**src/rtl/zero_run_detector.sv**
```systemverilog
module zero_run_detector #(
  parameter int LANES = 8,
  parameter int SW    = 32,
  parameter int CW    = 8
) (
  input  logic                    clk,
  input  logic                    rst_n,
  input  logic                    frame_stb,
  input  logic [2*LANES*SW-1:0]   samples,
  input  logic                    thr_we,
  input  logic [CW-1:0]           thr_wdata,
  input  logic [2*LANES-1:0]      pin_dir,
  input  logic [2*LANES-1:0]      pin_osel,
  input  logic [2*LANES-1:0]      pin_oreg,
  output logic [2*LANES-1:0]      zero_flag,
  output logic [LANES-1:0]        status_lo,
  output logic [LANES-1:0]        status_hi,
  output logic [2*LANES-1:0]      pin_out,
  output logic [2*LANES-1:0]      pin_oe
);
  localparam int NCH = 2 * LANES;

  logic [CW-1:0] thr_q;

  always_ff @(posedge clk) begin
    if (!rst_n)      thr_q <= '0;
    else if (thr_we) thr_q <= thr_wdata;
  end

  for (genvar n = 0; n < NCH; n++) begin : g_ch
    logic [CW-1:0] run_q;
    logic          flg_q;
    logic          is_zero;
    logic [CW-1:0] run_nxt;

    assign is_zero = (samples[n*SW +: SW] == '0);
    assign run_nxt = (run_q == '1) ? run_q : run_q + 1'b1;

    always_ff @(posedge clk) begin
      if (!rst_n) begin
        run_q <= '0;
        flg_q <= 1'b0;
      end else if (frame_stb) begin
        if (is_zero) begin
          run_q <= run_nxt;
          flg_q <= (run_nxt >= thr_q);
        end else begin
          run_q <= '0;
          flg_q <= 1'b0;
        end
      end
    end

    assign zero_flag[n] = flg_q;
  end

  assign status_lo = zero_flag[LANES-1:0];
  assign status_hi = zero_flag[NCH-1:LANES];
  assign pin_oe    = pin_dir;
  assign pin_out   = pin_dir & ((pin_osel & zero_flag) | (~pin_osel & pin_oreg));
endmodule

```
**config.mk**
```make
export PLATFORM = sky130hd
export DESIGN_NAME = zero_run_detector
export DESIGN_NICKNAME = d
export VERILOG_FILES = /design/src/rtl/zero_run_detector.sv
export SDC_FILE = /design/constraint.sdc
export NUM_CORES = 1
export LEC_CHECK = 0
export ABC_AREA = 1
export BUFFER_PORTS_ARGS = -buffer_cell sky130_fd_sc_hd__buf_2
export CAP_MARGIN = 40
export CORE_AREA = 2 2 249 251
export DETAILED_ROUTE_END_ITERATION = 16
export DIE_AREA = 0 0 251 253
export GPL_ROUTABILITY_DRIVEN = 0
export SLEW_MARGIN = 20
export SYNTH_ARGS = -nofsm -noshare
export SYNTH_HDL_FRONTEND = slang
export SYNTH_SLANG_ARGS = --single-unit
```
**constraint.sdc**
```tcl
create_clock -name clk -period 3.4 [get_ports clk]
set_clock_uncertainty 0.1 [all_clocks]
set_input_delay 0.85 -clock clk [delete_from_list [all_inputs] [get_ports clk]]
set_output_delay 0.85 -clock clk [all_outputs]
set_load 0.1 [all_outputs]
```
* After elaboration in Yosys (flattened, before gate mapping)
Index checks and enable logic that the tools add are counted.
** Cells by class
- Add/sub/neg operators :: 16
- Bitwise gates (word level) :: 5
- Equal/unequal tests :: 16
- Reductions and logical operators :: 16
- Magnitude comparators :: 16
- Mux-type cells :: 48
** Operator list (number)
- $logic_not 32->1 :: 16
- $mux 8 :: 32
- $add 8x1->8 const B :: 16
- $eq 8x8->1 const B :: 16
- $ge 8x8->1 :: 16
- $and 16x16->16 :: 3
- $mux 1 :: 16
- $not 16->16 :: 1
- $or 16x16->16 :: 1
** Storage, ports and cells
- Input bits :: 572
- Output and inout port bits :: 64
- Register bits after elaboration :: 152

* Longest topological paths before layout
- Depth after elaboration :: 4
- Gate-level depth with buffers :: 18
- Depth with buffers taken out :: 18

* Worst setup path after synthesis
OpenSTA, ideal clock, no wires.
- Path type :: input -> output
- Start :: input pin_oreg[0]
- End :: output pin_out[0]
- Path slack :: 0.062 ns
- Stages :: 2
- Data arrival time :: 2.388 ns
- Cells stage by stage :: o21ai_0 a21oi_1
** Between the ends
- Cells in the longest elaborated chain, start to end :: 3
** Ends and longest elaborated chain
- start, declared :: line 14 : input logic [2*LANES-1:0] pin_oreg,
- $and 16x16->16 :: line 60 : assign pin_out = pin_dir & ((pin_osel & zero_flag) | (~pin_osel & pin_oreg));
- $or 16x16->16 :: line 60
- $and 16x16->16 :: line 60
- end, declared :: line 18 : output logic [2*LANES-1:0] pin_out,
No other way between the ends.

* Worst setup path in the final report
- Start :: register g_ch[8].flg_q
- End :: output pin_out[8]
** Between the ends
- Cells in the longest elaborated chain, start to end :: 3
** Ends and longest elaborated chain
- start, declared :: line 32 : logic flg_q;
- start signal, assigned :: line 46 : flg_q <= (run_nxt >= thr_q);
- $and 16x16->16 :: line 60
- $or 16x16->16 :: line 60
- $and 16x16->16 :: line 60
No other way between the ends.

==> qor.yml <==
finalHoldViolCount: 0
max_freq_ghz: 0.387
netlist_area_mm2: 0.0140
dp.final_hpwl_mm: 34.8
cts_resized: 0
drive_gt1_frac: 0.278
fin_nets: 3582
wl_per_cell_um: 12.0
track_usage: 0.133
cts_buffers: 17
synthTopCellsByArea: "dfxtp_1 22%, nand2_1 21%, ha_1 13%"
drv_cap: 0
numClockSinks: 152
avgSynthCellArea_um2: 6.15
dr_total_vias: 15300
final_util: 0.302
ys_seq_area_frac: 0.217
power_mw: 4.76
setup-tns-final_ns: 0
ioPinCount: 636
post_cts_buffers: 0
cts_tree: "yes"
rsz0062_at_grt: "no"
post_synth_num_cell_types: 30
synth-seq-cells: 152
tightest_slew_ns: 0.776
drc: 0
synth_fp_nets: 2995
dieArea_mm2: 0.0635
cp_data_arrival_time_ns: 1.64
cts.hold.buffers_added: 0
die_h_um: 253
final_max_slew_viol_count: 0
min_period_ns: 2.59
setup_viol: 0
die_x_um: 251
status: "finished, final reports clean"
fp-row-count: 91
fin_ws_ns: 0.815
p_per_area_mw_per_mm2: 258
synthToLayoutAreaGrowth_pct: 31.6
yosysTopAreaCell: "dfxtp_1"
start_util: 0.230
critical_path_class: "register to primary output"
mostFrequentLayoutCells: "776 x nand2_1, 635 x buf_2, 416 x nor2_1, 211 x a21oi_1, 180 x inv_1"
grt_max_degree: 66
startpoint_type: "register"
clockBufferDepth: 2
mostFrequentLayoutCell: "nand2_1"
peakVddDrop_uv: 340
antenna_found_initial: 4
first_pass_iters: 4
yosys_warnings: 0
core_area_mm2: 0.0610
numPortBuffers: 635
grt_pass1_wl_mm: 69.0
p_leak_nw: 9.01
drtIter0Drc: 663
slew_headroom: 0.482
viasPerCell: 4.17
overflow: 0
syn_inst: 2279
post-route-period-util: 0.760
hold_class: "register to register"
ant_nets: 0
cp-end-kind: "primary output"
fillers: 6791
synth_top_area_share: 0.217
dp_slack_ns: 0.859
htree_levels: 4
cp_max_fo: 4
grt_pass1_vias: 14100
cts.reportedPaths.clkPinSlew_ns: 0.07
required_ns: 2.45
clock_latency_ns: 0.43
totalWireLength_mm: 44.2
clk_root_buffer_cell: "clkbuf_16"
## final cells by class
cell class,instances,area [um^2],share of cell area
multi-input cells,1853,9730,0.528
repair buffers,650,3340,0.181
flip-flops and latches,152,3040,0.165
well taps,790,988,0.0536
inverters,192,726,0.0394
clock buffers,19,433,0.0235
clock inverters,11,173,0.00937
diodes,2,5.00,0.000272
## worst max-delay path, cell delays in order, from the launching register on
cell and delay [ns]:
dfxtp_1 0.54, inv_1 0.10, a21oi_1 0.12, buf_2 0.44
## flip-flops by register name, indices dropped and copies added, names as in the netlist
name / cells
g_ch.flg_q: 16
thr_q: 8
g_ch.run_q: 128
## where the power goes
| group | internal [mW] | switching [mW] | total (mW) |
|---|---|---|---|
| sequential | 1.79 | 0.00155 | 1.79 |
| clock | 1.22 | 0.794 | 2.02 |
| combinational | 0.391 | 0.564 | 0.955 |
| total | 3.40 | 1.36 | 4.76 |
## per-layer routing
layer  track usage  vias to the layer above  share of wire  wire (um)
li1              -                     8344              -          -
met1         0.173                     6592           0.47      20600
met2         0.227                      345           0.47      20700
met3        0.0311                       30          0.058       2550
met4        0.0255                        2         0.0082        360
met5             0                        -        0.00025         11
## cell usage after synthesis (all sizes together)
cell,number
clkinv,2
nand4,5
nor2,458
xor2,52
o21a,16
buf,64
xnor2,9
nand2,799
dfxtp,152
o21ai,42
nand3b,15
clkbuf,18
inv,190
nand3,80
a21oi,233
ha,144
## through the flow
stage | cell area, um^2 | hold slack, ns | cells
global placement | 17800 | 0.346 | 3636
detailed placement | 17800 | 0.352 | 3636
global route | 18400 | 0.391 | 3668
CTS | 18400 | 0.362 | 3666
floorplan | 14000 | 0.357 | 2279
finish | 18400 | 0.356 | 3669
## worst paths after layout
path                                                    start                    endpoint  slack [ns]  cells after the start
worst max register to register  g_ch[9].run_q[0]$_SDFFE_PN0P_  g_ch[9].flg_q$_SDFFE_PN0P_        1.18                     15
worst min register to register          thr_q[3]$_SDFFE_PN0P_       thr_q[3]$_SDFFE_PN0P_        0.36                      2
worst min-delay path                    thr_q[3]$_SDFFE_PN0P_       thr_q[3]$_SDFFE_PN0P_        0.36                      2
worst max-delay path               g_ch[8].flg_q$_SDFFE_PN0P_                  pin_out[8]        0.81                      3
## cell families (layout without fill, tap and decap cells)
kind of cell,Yosys count,in the layout,share of synthesized area
simple gates,1357,1357,0.407
fa+ha+maj,144,144,0.129
buf+inv,274,872,0.0883
xor+xnor,61,61,0.0381
flops,152,152,0.217
other cells,0,2,0
compound gates,291,291,0.121
No activity file was read; power rests on OpenSTA's default activity.
